## config.mk

```make
export PLATFORM = sky130hd
export DESIGN_NAME = rtp_nibble_out
export DESIGN_NICKNAME = d
export VERILOG_FILES = /design/src/rtl/rtp_pkg.sv /design/src/rtl/rtp_regs.sv /design/src/rtl/rtp_channel.sv /design/src/rtl/rtp_nibble_out.sv
export SDC_FILE = /design/constraint.sdc
export NUM_CORES = 1
export LEC_CHECK = 0
export BUFFER_PORTS_ARGS = -buffer_cell sky130_fd_sc_hd__buf_4
export CORE_MARGIN = 1.5
export CORE_UTILIZATION = 41
export DETAILED_ROUTE_END_ITERATION = 8
export GPL_TIMING_DRIVEN = 0
export PLACE_DENSITY = 0.71
export SYNTH_ARGS = -nofsm -noshare
export SYNTH_HDL_FRONTEND = slang
export SYNTH_SLANG_ARGS = --single-unit
```

## constraint.sdc

```tcl
create_clock -name clk -period 2.25 [get_ports clk]
set_clock_uncertainty 0.2 [all_clocks]
set_input_delay 0.3375 -clock clk [delete_from_list [all_inputs] [get_ports clk]]
set_output_delay 0.3375 -clock clk [all_outputs]
set_load 0.02 [all_outputs]
```

## src/rtl/rtp_pkg.sv

```systemverilog
package rtp_pkg;
  typedef enum logic [1:0] {
    SEL_LATCH = 2'd0,
    SEL_DIR   = 2'd1,
    SEL_STAGE = 2'd2,
    SEL_CTRL  = 2'd3
  } reg_sel_e;
endpackage

```

## src/rtl/rtp_regs.sv

```systemverilog
module rtp_regs #(
  parameter int NIB_W  = 4,
  parameter int NUM_CH = 2,
  localparam int PORT_W = NIB_W * NUM_CH
) (
  input  logic              clk,
  input  logic              rst_n,
  input  logic              wr_en,
  input  logic [1:0]        wr_addr,
  input  logic [PORT_W-1:0] wr_data,
  input  logic [1:0]        rd_addr,
  input  logic [PORT_W-1:0] pin_in,
  output logic [PORT_W-1:0] rd_data,
  output logic [PORT_W-1:0] latch_q,
  output logic [PORT_W-1:0] dir_q,
  output logic [PORT_W-1:0] stage_q,
  output logic [NUM_CH-1:0] ctrl_q
);
  import rtp_pkg::*;

  always_ff @(posedge clk) begin
    if (!rst_n) begin
      latch_q <= '0;
      dir_q   <= '0;
      stage_q <= '0;
      ctrl_q  <= '0;
    end else if (wr_en) begin
      case (reg_sel_e'(wr_addr))
        SEL_LATCH: latch_q <= wr_data;
        SEL_DIR:   dir_q   <= wr_data;
        SEL_STAGE: stage_q <= wr_data;
        SEL_CTRL:  ctrl_q  <= wr_data[NUM_CH-1:0];
        default:   ;
      endcase
    end
  end

  always_comb begin
    rd_data = '0;
    case (reg_sel_e'(rd_addr))
      SEL_LATCH: rd_data = (dir_q & latch_q) | (~dir_q & pin_in);
      SEL_DIR:   rd_data = dir_q;
      SEL_STAGE: rd_data = stage_q;
      SEL_CTRL:  rd_data[NUM_CH-1:0] = ctrl_q;
      default:   rd_data = '0;
    endcase
  end
endmodule

```

## src/rtl/rtp_channel.sv

```systemverilog
module rtp_channel #(
  parameter int NIB_W = 4
) (
  input  logic             clk,
  input  logic             rst_n,
  input  logic             tick,
  input  logic             enable,
  input  logic [NIB_W-1:0] stage_nib,
  input  logic [NIB_W-1:0] dir_nib,
  input  logic [NIB_W-1:0] latch_nib,
  output logic [NIB_W-1:0] pin_nib
);
  logic [NIB_W-1:0] timed_q;

  always_ff @(posedge clk) begin
    if (!rst_n)
      timed_q <= '0;
    else if (tick)
      timed_q <= stage_nib;
  end

  always_comb begin
    for (int b = 0; b < NIB_W; b++)
      pin_nib[b] = (enable && dir_nib[b]) ? timed_q[b] : latch_nib[b];
  end
endmodule

```

## src/rtl/rtp_nibble_out.sv

```systemverilog
module rtp_nibble_out #(
  parameter int NIB_W  = 4,
  parameter int NUM_CH = 2,
  localparam int PORT_W = NIB_W * NUM_CH
) (
  input  logic              clk,
  input  logic              rst_n,
  input  logic              wr_en,
  input  logic [1:0]        wr_addr,
  input  logic [PORT_W-1:0] wr_data,
  input  logic [1:0]        rd_addr,
  output logic [PORT_W-1:0] rd_data,
  input  logic [NUM_CH-1:0] tick,
  input  logic [PORT_W-1:0] pin_in,
  output logic [PORT_W-1:0] pin_out,
  output logic [PORT_W-1:0] pin_oe
);
  logic [PORT_W-1:0] latch_q;
  logic [PORT_W-1:0] dir_q;
  logic [PORT_W-1:0] stage_q;
  logic [NUM_CH-1:0] ctrl_q;

  rtp_regs #(.NIB_W(NIB_W), .NUM_CH(NUM_CH)) u_regs (
    .clk(clk), .rst_n(rst_n), .wr_en(wr_en), .wr_addr(wr_addr),
    .wr_data(wr_data), .rd_addr(rd_addr), .pin_in(pin_in),
    .rd_data(rd_data), .latch_q(latch_q), .dir_q(dir_q),
    .stage_q(stage_q), .ctrl_q(ctrl_q)
  );

  for (genvar c = 0; c < NUM_CH; c++) begin : g_ch
    rtp_channel #(.NIB_W(NIB_W)) u_ch (
      .clk(clk), .rst_n(rst_n), .tick(tick[c]), .enable(ctrl_q[c]),
      .stage_nib(stage_q[c*NIB_W +: NIB_W]),
      .dir_nib(dir_q[c*NIB_W +: NIB_W]),
      .latch_nib(latch_q[c*NIB_W +: NIB_W]),
      .pin_nib(pin_out[c*NIB_W +: NIB_W])
    );
  end

  assign pin_oe = dir_q;
endmodule

```

-- After elaboration in Yosys (flattened, before gate mapping)
Cells that the tools add are included.
- $add $sub $neg: 0
- multipliers: 0
- divide/modulo/power cells: 0
- magnitude comparators: 0
- eq/ne operators: 6
- shift operators: 0
- mux-type cells: 10
- bitwise operators: 4
- reduce and logical (&&, ||, !) cells: 14
- operator list (operator ; number):
    6-bit one-hot mux with 3 select lines ; 1
    8-bit bitwise AND ; 2
    2-bit equality test, second input constant ; 4
    1-bit logical AND ; 8
    1-bit 2-to-1 mux ; 8
    8-bit NOT ; 1
    8-bit OR ; 1
    2-bit one-hot mux with 4 select lines ; 1
    2-bit AND reduction ; 4
    2-bit by 1-bit equality test with 1-bit output, second input constant ; 2
    2-bit zero test ; 2
- register bits after elaboration: 34
- latch bits: 0
- memory bits (writable): 0
- bits in read-only memories: 0
- bits of input ports: 25
- output and inout bits: 24
- word-level logic and storage cells: 40
- memories: 0

-- Longest topological paths before layout
- word-level depth: 4
- gate-level depth with buffers: 4
- mapped depth without buffers: 2

-- Hierarchy
Synthesis repeated with hierarchy kept, for this count alone.
- cell total of the unflattened synthesis: 186
- area, all modules: 1637.8 um^2
- by module, submodules not included (module ; instances ; cells an instance ; area an instance (um^2) ; seq. area each (um^2)):
    rtp_regs ; 1 ; 144 ; 1187.4 ; 520.5
    rtp_channel ; 2 ; 21 ; 225.2 ; 80.1

-- Worst setup path after synthesis
No wires, ideal clock.
- kind: input to output
- from: input port rd_addr[0]
- to: output port rd_data[0]
- arrival: 1.351 ns
- data required time: 1.712 ns
- slack: 0.361 ns
- stages on the path: 4
- path buffers: 2
- path through: buf_4 buf_6 mux2i_1 a221oi_1
- cells in the longest elaborated chain, start to end: 2
- elaborated cells on any way between the ends: 5
- classes of those cells: eq/ne (3); mux (1); reduce/logical (1)
- ends and longest elaborated chain (element ; RTL line ; RTL):
    start, declared ; rtp_nibble_out.sv:11 ; input logic [1:0] rd_addr,
    2-bit equality test (tied with other cells) ; rtp_regs.sv:40 ; case (reg_sel_e'(rd_addr))
    2-bit one-hot mux with 4 select lines * ; rtp_regs.sv:40 ;
    end, declared ; rtp_nibble_out.sv:12 ; output logic [PORT_W-1:0] rd_data,
Every way passes the cells marked *; elsewhere a longest branch is shown, timed or not.

-- Worst setup path after layout
- from: input port rd_addr[1]
- to: output port rd_data[3]
- cells in the longest elaborated chain, start to end: 2
- elaborated cells on any way between the ends: 4
- classes of those cells: eq/ne (2); mux (1); reduce/logical (1)
- ends and longest elaborated chain (element ; RTL line):
    2-bit equality test (tied with other cells) ; rtp_regs.sv:40
    6-bit one-hot mux with 3 select lines * ; rtp_regs.sv:40
Marks and branches as above.

==> impl_metrics.py <==
metrics = {
    "job": {
        "drv_cap": 0,
    },
    "grt": {
        "use_met3": 0.0483,
        "antenna_found_initial": 0,
        "grt_use_met2": 0.300,
        "grt_start_max_net_pins": 11,
        "grt_use_met1": 0.270,
        "overflow": 0,
        "grt_pass1_vias": 1367,
        "busiest_layer": "met2",
        "track_usage": 0.197,
        "grt_pass1_wl_um": 6510,
    },
    "timing": {
        "finalSetupViolCount": 0,
        "tns_ns": 0,
        "finalMaxSlewViolations": 0,
        "setup_ws_ns": 0.284,
        "period_share": 0.874,
        "final_hold_viol_count": 0,
        "hold_ws_ns": 0.148,
        "slew_headroom": 0.634,
        "period_minus_slack_ns": 1.97,
        "fmax_ghz": 0.509,
        "worstMarginPinSlew_ns": 0.548,
        "rsz0062_at_grt": "no",
    },
    "floorplanning": {
        "io_pins": 49,
        "die_area_mm2": 0.00454,
        "num_rows": 23,
        "start_util": 0.425,
        "die_height_um": 67.4,
        "fp.dieW_um": 67.4,
        "core_area_mm2": 0.00400,
    },
    "pwr": {
        "power_mw": 1.26,
        "vdd_ir_drop_max_v": 0.000381,
        "leakage_nw": 1.01,
        "p_per_area_mw_per_mm2": 584,
    },
    "cells_and_area": {
        "layout_common_cells": "buf_4, nand2_1, mux2i_1, dfxtp_1, nor2b_1",
        "n_antenna_cell": 0,
        "syn_to_final_growth_pct": 27.2,
        "final_common_cell": "buf_4",
        "nets": 254,
        "drive_above_1_share": 0.319,
        "fin_util": 0.540,
    },
    "placed_design": {
        "dp_hpwl_um": 3020,
        "place_congestion": 0.774,
        "place_worst_setup_slack_ns": 0.294,
        "io_buffers": 43,
    },
    "clock_network": {
        "hold_buffers": 0,
        "postCtsSetupBuffers": 0,
        "cts_root_buf": "clkbuf_8",
        "cts_buffer_depth": 2,
        "clkTransAtPathRegs_ns": 0.06,
        "cts_buffers": 5,
        "htree_levels": 2,
        "clock-sinks": 34,
        "tritoncts": "built",
        "cts-resized-gates": 0,
        "clk_latency_ns": 0.28,
    },
    "yosys": {
        "muxShareOfSynthArea": 0.265,
        "synth_xor_area_frac": 0,
        "synth-simple-area-share": 0.242,
        "synth_top_family_by_area": "multiplexers",
        "synth_nets": 204,
        "synth_seq_cells": 34,
        "synth_fa_ha_area_frac": 0,
        "synth_cells": 179,
        "ys_types": 20,
        "avgSynthCellArea_um2": 9.49,
        "yosysSeqAreaShare": 0.401,
        "yosysWarnings": 0,
        "synth-compound-area-share": 0.0457,
        "synth_area_mm2": 0.00170,
    },
    "critical_path": {
        "r2r_cells": 2,
        "rr_endpoint": "u_regs.ctrl_q[1]",
        "cp_max_fo": 10,
        "startpoint": "rd_addr[1]",
        "worst_setup_path_end_kind": "primary output",
        "cp.required_ns": 1.71,
        "criticalPathCategory": "primary input to primary output",
        "startpoint_type": "primary input",
        "arrival_ns": 1.43,
        "worst-r2r-setup-slack_ns": 1.31,
        "reg2reg_from": "u_regs.ctrl_q[1]",
    },
    "drt": {
        "wl_um": 4200,
        "wl_per_cell_um": 15.0,
        "drt_iter0_markers": 73,
        "drc": 0,
        "avgViaCountPerCell": 5.11,
        "dr.pass1.iters": 4,
        "via_count": 1425,
        "drtAntennaViolNets": 0,
    },
    "hold_path": {
        "hold_depth": 3,
        "min_to": "u_regs.dir_q[5]",
        "hold_path_class": "primary input to flip-flop",
        "hp-start": "wr_data[5]",
    },
    "outcome": {
        "outcome": "finished clean",
    },
}
[stage by stage]
| stage | instances | cell area [um2] |
|---|---|---|
| 5_1_grt | 279 | 2160 |
| 6_report | 279 | 2160 |
| 3_3_place_gp | 272 | 2080 |
| 2_1_floorplan | 179 | 1700 |
| 4_1_cts | 279 | 2160 |
| 3_5_place_dp | 272 | 2080 |
[kinds of logic (layout without fill, tap and decap cells)]
| kind of cell | count (synthesis) | after routing |
|---|---|---|
| AND/OR/NAND/NOR | 79 | 79 |
| multiplexers | 44 | 44 |
| AO/OA/AOI/OAI | 8 | 8 |
| flip-flops | 34 | 34 |
| buffers and inverters | 14 | 64 |
[Yosys cell counts]
cell type	n	area, um2
nand2_1	42	158
a221oi_1	2	17.5
nand3_1	1	5.00
or3b_1	1	8.76
nand2b_1	2	12.5
dfxtp_1	34	681
nor4b_1	8	70.1
nor2b_1	15	93.8
buf_1	2	7.51
buf_4	1	7.51
mux2_2	8	90.1
and3b_2	1	10.0
a221o_1	6	60.1
mux2i_1	36	360
buf_6	2	22.5
nor2_1	2	7.51
clkbuf_1	2	7.51
buf_2	7	35.0
nand3b_1	1	7.51
or2_2	6	37.5
[registers in the layout (all words and copies together), names as in the netlist]
name,cells
g_ch.u_ch.timed_q,8
u_regs.latch_q,8
u_regs.dir_q,8
u_regs.stage_q,8
u_regs.ctrl_q,2
[power breakdown]
part | internal [mW] | switching (mW) | total, mW | leakage (nW)
clock network | 0.213 | 0.209 | 0.422 | 0.0383
logic | 0.0995 | 0.102 | 0.202 | 0.693
registers | 0.621 | 0.0179 | 0.639 | 0.276
total | 0.933 | 0.329 | 1.26 | 1.01
[area by class of cell]
type	instances	area [um2]
Timing Repair Buffer	43	323
Buffer	14	80.1
Fill cell	377	1840
Tap cell	50	62.6
Sequential cell	34	681
Multi-Input combinational cell	131	938
Clock buffer	7	76.3
[per-layer routing]
layer,up-vias,wire length (um),part of all wire
li1,719,-,-
met1,664,2060,0.49
met3,6,188,0.045
met2,36,1890,0.45
met5,-,0,0
met4,0,59,0.014
[how the worst max path moves through the flow]
| stage | to | slack [ns] | depth (start not counted) |
|---|---|---|---|
| 2_1_floorplan | rd_data[0] | 0.36 | 4 |
| 3_3_place_gp | rd_data[5] | 0.25 | 4 |
| 3_5_place_dp | rd_data[3] | 0.29 | 4 |
| 4_1_cts | rd_data[3] | 0.29 | 4 |
| 5_1_grt | rd_data[1] | 0.18 | 3 |
| 6_report | rd_data[3] | 0.28 | 4 |
[critical path, stage by stage]
cell,delay [ns]
buf_2,0.19
nor2b_1,0.50
a221o_1,0.26
buf_4,0.14
(Power assumes the default switching activity.)
